[src/rtl/seq_mul_pkg.sv]
package seq_mul_pkg;
  // Work steps in schedule order; the correction steps run only in signed mode.
  typedef enum logic [2:0] {
    ST_IDLE  = 3'd0,
    ST_LOLO  = 3'd1,
    ST_HIHI  = 3'd2,
    ST_LOHI  = 3'd3,
    ST_HILO  = 3'd4,
    ST_FIXB  = 3'd5,  // second operand negative: take first operand off upper half
    ST_FIXA  = 3'd6,  // first operand negative: take second operand off upper half
    ST_DONE  = 3'd7
  } step_e;
endpackage

[src/rtl/seq_mul_half.sv]
// Unsigned HALF_W x HALF_W multiplier built as a shift-and-add row array.
module seq_mul_half #(
  parameter int HALF_W = 8
) (
  input  logic [HALF_W-1:0]   x,
  input  logic [HALF_W-1:0]   y,
  output logic [2*HALF_W-1:0] p
);
  localparam int PW = 2 * HALF_W;

  logic [PW-1:0] rows [HALF_W];

  for (genvar i = 0; i < HALF_W; i++) begin : g_row
    assign rows[i] = y[i] ? ({{HALF_W{1'b0}}, x} << i) : '0;
  end

  always_comb begin
    p = '0;
    for (int k = 0; k < HALF_W; k++) begin
      p = p + rows[k];
    end
  end
endmodule

[src/rtl/seq_mul_ctrl.sv]
// Step sequencer: walks the fixed partial-product schedule.
module seq_mul_ctrl
  import seq_mul_pkg::*;
(
  input  logic  clk,
  input  logic  rst_n,
  input  logic  take,       // request handshake this edge
  input  logic  mode_q,     // latched signed mode
  input  logic  out_ready,
  output step_e step
);
  step_e step_nx;

  always_comb begin
    step_nx = step;
    unique case (step)
      ST_IDLE: if (take) step_nx = ST_LOLO;
      ST_LOLO: step_nx = ST_HIHI;
      ST_HIHI: step_nx = ST_LOHI;
      ST_LOHI: step_nx = ST_HILO;
      ST_HILO: step_nx = mode_q ? ST_FIXB : ST_DONE;
      ST_FIXB: step_nx = ST_FIXA;
      ST_FIXA: step_nx = ST_DONE;
      ST_DONE: if (out_ready) step_nx = ST_IDLE;
      default: step_nx = ST_IDLE;
    endcase
  end

  always_ff @(posedge clk or negedge rst_n) begin
    if (!rst_n) step <= ST_IDLE;
    else        step <= step_nx;
  end
endmodule

[src/rtl/seq_mul_opsel.sv]
// Picks which operand halves feed the shared multiplier for each step.
module seq_mul_opsel
  import seq_mul_pkg::*;
#(
  parameter int HALF_W = 8
) (
  input  step_e                 step,
  input  logic [2*HALF_W-1:0]   a_q,
  input  logic [2*HALF_W-1:0]   b_q,
  output logic [HALF_W-1:0]     x,
  output logic [HALF_W-1:0]     y
);
  logic [HALF_W-1:0] a_lo, a_hi, b_lo, b_hi;

  assign a_lo = a_q[HALF_W-1:0];
  assign a_hi = a_q[2*HALF_W-1:HALF_W];
  assign b_lo = b_q[HALF_W-1:0];
  assign b_hi = b_q[2*HALF_W-1:HALF_W];

  always_comb begin
    unique case (step)
      ST_HIHI: begin x = a_hi; y = b_hi; end
      ST_LOHI: begin x = a_lo; y = b_hi; end
      ST_HILO: begin x = a_hi; y = b_lo; end
      default: begin x = a_lo; y = b_lo; end
    endcase
  end
endmodule

[src/rtl/seq_mul_acc.sv]
// Product register: direct writes, offset additions and upper-half corrections.
module seq_mul_acc
  import seq_mul_pkg::*;
#(
  parameter int HALF_W = 8
) (
  input  logic                  clk,
  input  logic                  rst_n,
  input  step_e                 step,
  input  logic [2*HALF_W-1:0]   a_q,
  input  logic [2*HALF_W-1:0]   b_q,
  input  logic [2*HALF_W-1:0]   pp,
  output logic [4*HALF_W-1:0]   prod
);
  localparam int OW = 2 * HALF_W;
  localparam int RW = 4 * HALF_W;

  logic [RW-1:0] cross_add;
  logic [OW-1:0] fix_val;
  logic [RW-1:0] prod_nx;

  // Cross product lands one half above the bottom; carries wrap at RW.
  assign cross_add = {{OW{1'b0}}, pp} << HALF_W;

  always_comb begin
    fix_val = '0;
    if (step == ST_FIXB && b_q[OW-1]) fix_val = a_q;
    if (step == ST_FIXA && a_q[OW-1]) fix_val = b_q;
  end

  always_comb begin
    prod_nx = prod;
    unique case (step)
      ST_LOLO: prod_nx[OW-1:0]  = pp;
      ST_HIHI: prod_nx[RW-1:OW] = pp;
      ST_LOHI,
      ST_HILO: prod_nx = prod + cross_add;
      ST_FIXB,
      ST_FIXA: prod_nx[RW-1:OW] = prod[RW-1:OW] - fix_val;
      default: prod_nx = prod;
    endcase
  end

  always_ff @(posedge clk or negedge rst_n) begin
    if (!rst_n) prod <= '0;
    else        prod <= prod_nx;
  end
endmodule

[src/rtl/seq_mul_signed.sv]
module seq_mul_signed
  import seq_mul_pkg::*;
#(
  parameter int HALF_W = 8
) (
  input  logic                  clk,
  input  logic                  rst_n,
  input  logic                  in_valid,
  output logic                  in_ready,
  input  logic [2*HALF_W-1:0]   in_a,
  input  logic [2*HALF_W-1:0]   in_b,
  input  logic                  in_signed,
  output logic                  busy,
  output logic                  out_valid,
  input  logic                  out_ready,
  output logic [4*HALF_W-1:0]   out_prod
);
  localparam int OW = 2 * HALF_W;

  step_e             step;
  logic              take;
  logic [OW-1:0]     a_q, b_q;
  logic              mode_q;
  logic [HALF_W-1:0] mx, my;
  logic [OW-1:0]     pp;

  assign in_ready  = (step == ST_IDLE);
  assign take      = in_valid && in_ready;
  assign busy      = (step != ST_IDLE);
  assign out_valid = (step == ST_DONE);

  always_ff @(posedge clk or negedge rst_n) begin
    if (!rst_n) begin
      a_q    <= '0;
      b_q    <= '0;
      mode_q <= 1'b0;
    end else if (take) begin
      a_q    <= in_a;
      b_q    <= in_b;
      mode_q <= in_signed;
    end
  end

  seq_mul_ctrl u_ctrl (
    .clk       (clk),
    .rst_n     (rst_n),
    .take      (take),
    .mode_q    (mode_q),
    .out_ready (out_ready),
    .step      (step)
  );

  seq_mul_opsel #(.HALF_W(HALF_W)) u_opsel (
    .step (step),
    .a_q  (a_q),
    .b_q  (b_q),
    .x    (mx),
    .y    (my)
  );

  seq_mul_half #(.HALF_W(HALF_W)) u_half (
    .x (mx),
    .y (my),
    .p (pp)
  );

  seq_mul_acc #(.HALF_W(HALF_W)) u_acc (
    .clk   (clk),
    .rst_n (rst_n),
    .step  (step),
    .a_q   (a_q),
    .b_q   (b_q),
    .pp    (pp),
    .prod  (out_prod)
  );
endmodule

[config.mk]
export PLATFORM = sky130hd
export DESIGN_NAME = seq_mul_signed
export DESIGN_NICKNAME = d
export VERILOG_FILES = /design/src/rtl/seq_mul_pkg.sv /design/src/rtl/seq_mul_half.sv /design/src/rtl/seq_mul_ctrl.sv /design/src/rtl/seq_mul_opsel.sv /design/src/rtl/seq_mul_acc.sv /design/src/rtl/seq_mul_signed.sv
export SDC_FILE = /design/constraint.sdc
export NUM_CORES = 1
export LEC_CHECK = 0
export ABC_AREA = 1
export CAP_MARGIN = 15
export CORE_MARGIN = 2
export CORE_UTILIZATION = 40
export DETAILED_ROUTE_END_ITERATION = 10
export DONT_BUFFER_PORTS = 1
export MAX_ROUTING_LAYER = met4
export SETUP_SLACK_MARGIN = 0.05
export SLEW_MARGIN = 10
export SYNTH_ARGS = -nofsm -noshare
export SYNTH_HDL_FRONTEND = slang
export SYNTH_SLANG_ARGS = --single-unit
[constraint.sdc]
create_clock -name clk -period 7.1 [get_ports clk]
set_clock_uncertainty 0.05 [all_clocks]
set_input_delay 0.355 -clock clk [delete_from_list [all_inputs] [get_ports clk]]
set_output_delay 0.355 -clock clk [all_outputs]
set_load 0.05 [all_outputs]
==> results_dict.tcl, run 1 <==
set metrics [dict create \
    max_freq_ghz 0.154 \
    wl_per_cell_um 16.7 \
    synth_area_leaders "dfrtp_1 23%, nand2_1 15%, ha_1 11%" \
    status "complete, no violations" \
    maxCapViolations 0 \
    avgSynthCellArea_um2 6.88 \
    antennaDiodeCount 0 \
    clk_latency_ns 0.35 \
    ant_nets 0 \
    dieArea_mm2 0.0199 \
    cts_tree "built" \
    synthesis.area_mm2 0.00752 \
    synth_cells 1094 \
    grt_pass1_wl_um 35600 \
    worst-r2r-setup-slack_ns 0.59 \
    fin_nets 1237 \
    rows 50 \
    synth-edff-count 0 \
    drcViolationCount 0 \
    grt_pass1_vias 6754 \
    dp_hpwl_um 18000 \
    routabilityCongestion 0.982 \
    cts_inserted_buffers 9 \
    vias 6932 \
    final-hold-violation-count 0 \
    slew_headroom 0.359 \
    worst_slew_pin_slew_ns 0.958 \
    synthFlopType "dfrtp_1" \
    cp_max_fo 15 \
    min_path_type "input port to register" \
    grt_start_max_net_pins 69 \
    worst-setup-path-type "register to register" \
    drtIter0Drc 501 \
    ys_types 42 \
    cts_sinks 68 \
    yosysTopAreaCellShare 0.226 \
    path_clk_slew_ns 0.06 \
    synth-seq-cells 68 \
    wirelength_um 22200 \
    die_w_um 141 \
    async_flop_share 1.00 \
    cp_slowest_stage_delay_ns 0.54 \
    drive_above_1_share 0.0673 \
    syn_to_final_growth_pct 8.31 \
    critPathLaunchType "register" \
    ctsHtreeMaxLevel 3 \
    io_buffers 0 \
    drt_first_pass_iters 6 \
    critPathArrivalTime_ns 6.70 \
    critPathSlowestCell "fa_1" \
    post-route-min-period_ns 6.51 \
    yosysTopAreaCell "dfrtp_1" \
    cp_common_cell "nand2_1" \
    grt_antenna_before_repair 0 \
    synth_warnings 0 \
    initial_utilization 0.405 \
    num_io_pins 72 \
    required_ns 7.29 \
    core_area_mm2 0.0186 \
    grt-ovfl-total 0 \
    die_h_um 141 \
    slew_viol_final 0 \
    clk_path_buf_depth 2 \
    tns_ns 0 \
    fin_crit_sh 0.917 \
    fill_cells 1933 \
    grt_usage 0.236 \
    end_kind "register" \
    viasPerCell 5.20 \
    yosysSeqAreaShare 0.226 \
    rsz0062_at_grt "no" \
    finalSetupViolCount 0 \
    clock-root-buffer "clkbuf_16" \
    synth_nets 1236 \
]
==> repair_timing <==
action | in CTS | in global routing
gates resized for setup | 0 | 6
hold buffers | 2 | 0
hold endpoints to repair | 68 | 0
endpoints found under the setup margin | 0 | 13
setup buffers | 0 | 0
==> metrics by stage <==
stage               setup slack [ns]  utilization  hold WS, ns  cells  instance area (um^2)
global placement               0.361        0.418       0.0120   1316                  7760
CTS                            0.303        0.437       0.0938   1334                  8130
floorplan                       1.29            -      0.00941   1094                  7520
finish                         0.590        0.439        0.103   1334                  8150
detailed placement             0.312        0.418       0.0120   1316                  7760
global route                  0.0735        0.439       0.0923   1334                  8150
==> cell usage after synthesis (2+ instances only) <==
| library cell | number |
|---|---|
| nor3_1 | 5 |
| ha_1 | 65 |
| nand3b_1 | 9 |
| mux2_2 | 17 |
| nor4_1 | 2 |
| nor2_1 | 131 |
| inv_1 | 183 |
| nand2_1 | 301 |
| a31oi_1 | 8 |
| o21bai_1 | 2 |
| clkbuf_1 | 5 |
| a22oi_1 | 16 |
| o221ai_1 | 2 |
| dfrtp_1 | 68 |
| nor2_8 | 2 |
| nand3_1 | 73 |
| o21ai_1 | 4 |
| nand4_1 | 8 |
| inv_6 | 2 |
| a21oi_1 | 52 |
| or2_2 | 7 |
| buf_2 | 9 |
| nand2_4 | 2 |
| and2_1 | 2 |
| nor2_2 | 7 |
| inv_2 | 2 |
| o21ai_0 | 43 |
| nand2_2 | 3 |
| buf_6 | 2 |
| fa_1 | 40 |
| o21ai_2 | 5 |
| xor2_1 | 4 |
| xnor2_1 | 4 |
==> worst max-delay path: cells and delay by family (launching register included) <==
family | cells | cell delay [ns]
flip-flops | 1 | 0.44
AO/OA/AOI/OAI | 1 | 0.20
buffers and inverters | 5 | 0.49
AND/OR/NAND/NOR | 22 | 2.49
adder cells (fa/ha/maj) | 6 | 2.73
==> logic make-up after synthesis <==
kind of cell	Yosys count	share of synthesized area
and+or+nand+nor	555	0.313
buffers and inverters	204	0.107
AOI/OAI and AO/OA	136	0.103
adders and majority gates	105	0.214
DFF	68	0.226
muxes	18	0.0268
xor gates and xnor gates	8	0.00931
==> flip-flops by register name, summed over array words and instances, names as in the netlist <==
signal / flops
mode_q: 1
u_ctrl.step: 3
u_acc.prod: 32
a_q: 16
b_q: 16
==> final timing paths <==
check,end,startpoint,depth (start not counted)
max,u_acc.prod[30],u_ctrl.step[2],34
min in group asynchronous,b_q[13],rst_n,2
max in group asynchronous,u_acc.prod[1],rst_n,2
max reg2reg,u_acc.prod[30],u_ctrl.step[2],34
min reg2reg,mode_q,mode_q,1
min,b_q[14],in_b[14],1
==> layout make-up <==
class | count | area [um^2] | area share
Clock inverter | 6 | 87.6 | 0.0107
Timing Repair Buffer | 7 | 75.1 | 0.00921
Multi-Input combinational cell | 822 | 5040 | 0.619
Tap cell | 234 | 293 | 0.0359
Sequential cell | 68 | 1700 | 0.209
Clock buffer | 10 | 239 | 0.0293
Inverter | 187 | 712 | 0.0874
==> cell usage in the layout, fill, tap and decap left out, drive strengths merged <==
master / count
a22oi: 16
nand3: 75
nor3: 5
a22o: 1
a21oi: 52
inv: 187
nand4: 8
and3: 1
nor4: 2
o21bai: 2
a31oi: 8
o21ai: 52
buf: 6
clkinvlp: 3
mux2i: 1
and2: 2
clkinv: 1
a21o: 1
ha: 65
fa: 40
a221oi: 1
clkbuf: 10
dfrtp: 68
or2: 7
nand3b: 9
dlygate4sd3: 1
mux2: 17
a21boi: 1
o221ai: 2
nor2: 140
bufinv: 2
xnor2: 4
nand2: 306
xor2: 4
==> per-layer routing <==
metal | global-route usage | wire [um] | vias up
met5 | - | 0 | -
met4 | 0.0763 | 635 | 0
met3 | 0.0326 | 1060 | 39
met2 | 0.367 | 9820 | 199
met1 | 0.319 | 10700 | 3212
li1 | - | - | 3482
Power of run 1 is left out: the tool's default activity adds up to more than one toggle a clock period on the data nets, which glitch-free logic cannot reach.
==> inputs of run 2 (changes only) <==
==> constraint.sdc (replaced) <==
create_clock -name clk -period 7.7 [get_ports clk]
set_clock_uncertainty 0.05 [all_clocks]
set_input_delay 0.385 -clock clk [delete_from_list [all_inputs] [get_ports clk]]
set_output_delay 0.385 -clock clk [all_outputs]
set_load 0.05 [all_outputs]
==> run 2 against run 1 <==
  * Register-to-register slack gained 0.22 ns
  * Final cell count down 0.22%
  * First-iteration DRC count rose by 2.6%
  * Non-clock buffer count down 3
==> results_dict.tcl, run 2 (synthesis gave the netlist of run 1 again) <==
set metrics [dict create \
    die_h_um 141 \
    critical_path_buf_inv_count 4 \
    path_clk_slew_ns 0.06 \
    clk_latency_ns 0.34 \
    wl_per_cell_um 16.8 \
    post-route-min-period_ns 6.90 \
    largest_register_ffs 32 \
    slew_viol_final 0 \
    status "complete, no violations" \
    grt_usage 0.237 \
    mostFrequentLayoutCells "301 x nand2_1, 183 x inv_1, 131 x nor2_1, 73 x nand3_1, 68 x dfrtp_1" \
    drcViolationCount 0 \
    top_register "u_acc.prod" \
    die_w_um 141 \
    finalSetupViolCount 0 \
    rsz0062_at_grt "no" \
    cts_inserted_buffers 9 \
    antennaDiodeCount 0 \
    clock-root-buffer "clkbuf_16" \
    critPathLaunchType "register" \
    critPathSlowestCell "mux2i_1" \
    cpLargestDelayFamily "adder cells" \
    final-hold-violation-count 0 \
    core_area_mm2 0.0186 \
    fin_crit_sh 0.895 \
    cp_slowest_stage_delay_ns 0.80 \
    grt-ovfl-total 0 \
    cts_setup_buffers 0 \
    fin_nets 1234 \
    clk_path_buf_depth 2 \
    slew_headroom 0.336 \
    final_common_cell "nand2_1" \
    end_kind "register" \
    vias 6964 \
    dp.cells 1313 \
    largestRegisters "u_acc.prod x32, a_q x16, b_q x16" \
    worst-setup-path-type "register to register" \
    wirelength_um 22300 \
    critPathArrivalTime_ns 7.09 \
    io_buffers 0 \
    syn_to_final_growth_pct 7.55 \
    drt_first_pass_iters 6 \
    cp_common_cell "nand2_1" \
    cp_max_fo 15 \
    num_io_pins 72 \
    dp_hpwl_um 18000 \
    post_cts_resize_count 0 \
    initial_utilization 0.405 \
    max_freq_ghz 0.145 \
    tns_ns 0 \
    grt_start_max_net_pins 69 \
    rows 50 \
    required_ns 7.89 \
    routabilityCongestion 0.994 \
    viasPerCell 5.23 \
    cts_sinks 68 \
    grt_pass1_wl_um 35800 \
    cts_tree "built" \
    grt_antenna_before_repair 0 \
    ctsHtreeMaxLevel 3 \
    drtIter0Drc 514 \
    dieArea_mm2 0.0199 \
    maxCapViolations 0 \
    min_path_type "input port to register" \
    fill_cells 1922 \
    grt_pass1_vias 6746 \
    drive_above_1_share 0.0620 \
    worst_slew_pin_slew_ns 0.992 \
    ant_nets 0 \
    fin_cells 1331 \
]
==> run 2: final cells by class <==
class                           count  area [um^2]  area share
Clock buffer                        9          225      0.0278
Clock inverter                      7         91.3      0.0113
Inverter                          187          712      0.0880
Multi-Input combinational cell    822         5020       0.620
Sequential cell                    68         1700       0.210
Tap cell                          234          293      0.0362
Timing Repair Buffer                4         52.6     0.00649
==> run 2: per-stage QoR <==
stage          area (um^2)  hold slack, ns  setup slack, ns   util
6_report              8090           0.136            0.805  0.436
5_1_grt               8090           0.130            0.322  0.436
4_1_cts               8090           0.130            0.819  0.436
3_5_place_dp          7740          0.0420            0.808  0.416
3_3_place_gp          7740          0.0420            0.941  0.416
2_1_floorplan         7520          0.0394             1.89      -
==> run 2: worst paths after layout <==
path / start / endpoint / slack [ns] / cells after the start
min in group asynchronous: rst_n / a_q[14] / 0.52 / 2
min: in_a[12] / a_q[12] / 0.14 / 1
max: u_ctrl.step[2] / u_acc.prod[28] / 0.80 / 31
max in group asynchronous: rst_n / u_acc.prod[2] / 6.77 / 2
min reg2reg: mode_q / mode_q / 0.46 / 1
max reg2reg: u_ctrl.step[2] / u_acc.prod[28] / 0.80 / 31
==> run 2: worst reg2reg max path: cells and delay by family (launching register included) <==
family | cells | cell delay [ns]
flops | 1 | 0.44
simple gates | 20 | 2.44
mux | 1 | 0.80
buf+inv | 4 | 0.27
fa+ha+maj | 6 | 2.79
==> run 2: repair_timing <==
action,CTS,global route
hold endpoints to repair,68,0
hold buffers,2,0
endpoints found under the setup margin,0,0
==> run 2: routing by layer <==
layer	vias up	part of all wire	track usage	routed length (um)
li1	3474	-	-	-
met1	3213	0.46	0.321	10400
met2	240	0.45	0.364	10000
met3	37	0.063	0.0397	1410
met4	0	0.022	0.0721	500
met5	-	0	-	0
Power of run 2 is left out for the same reason.
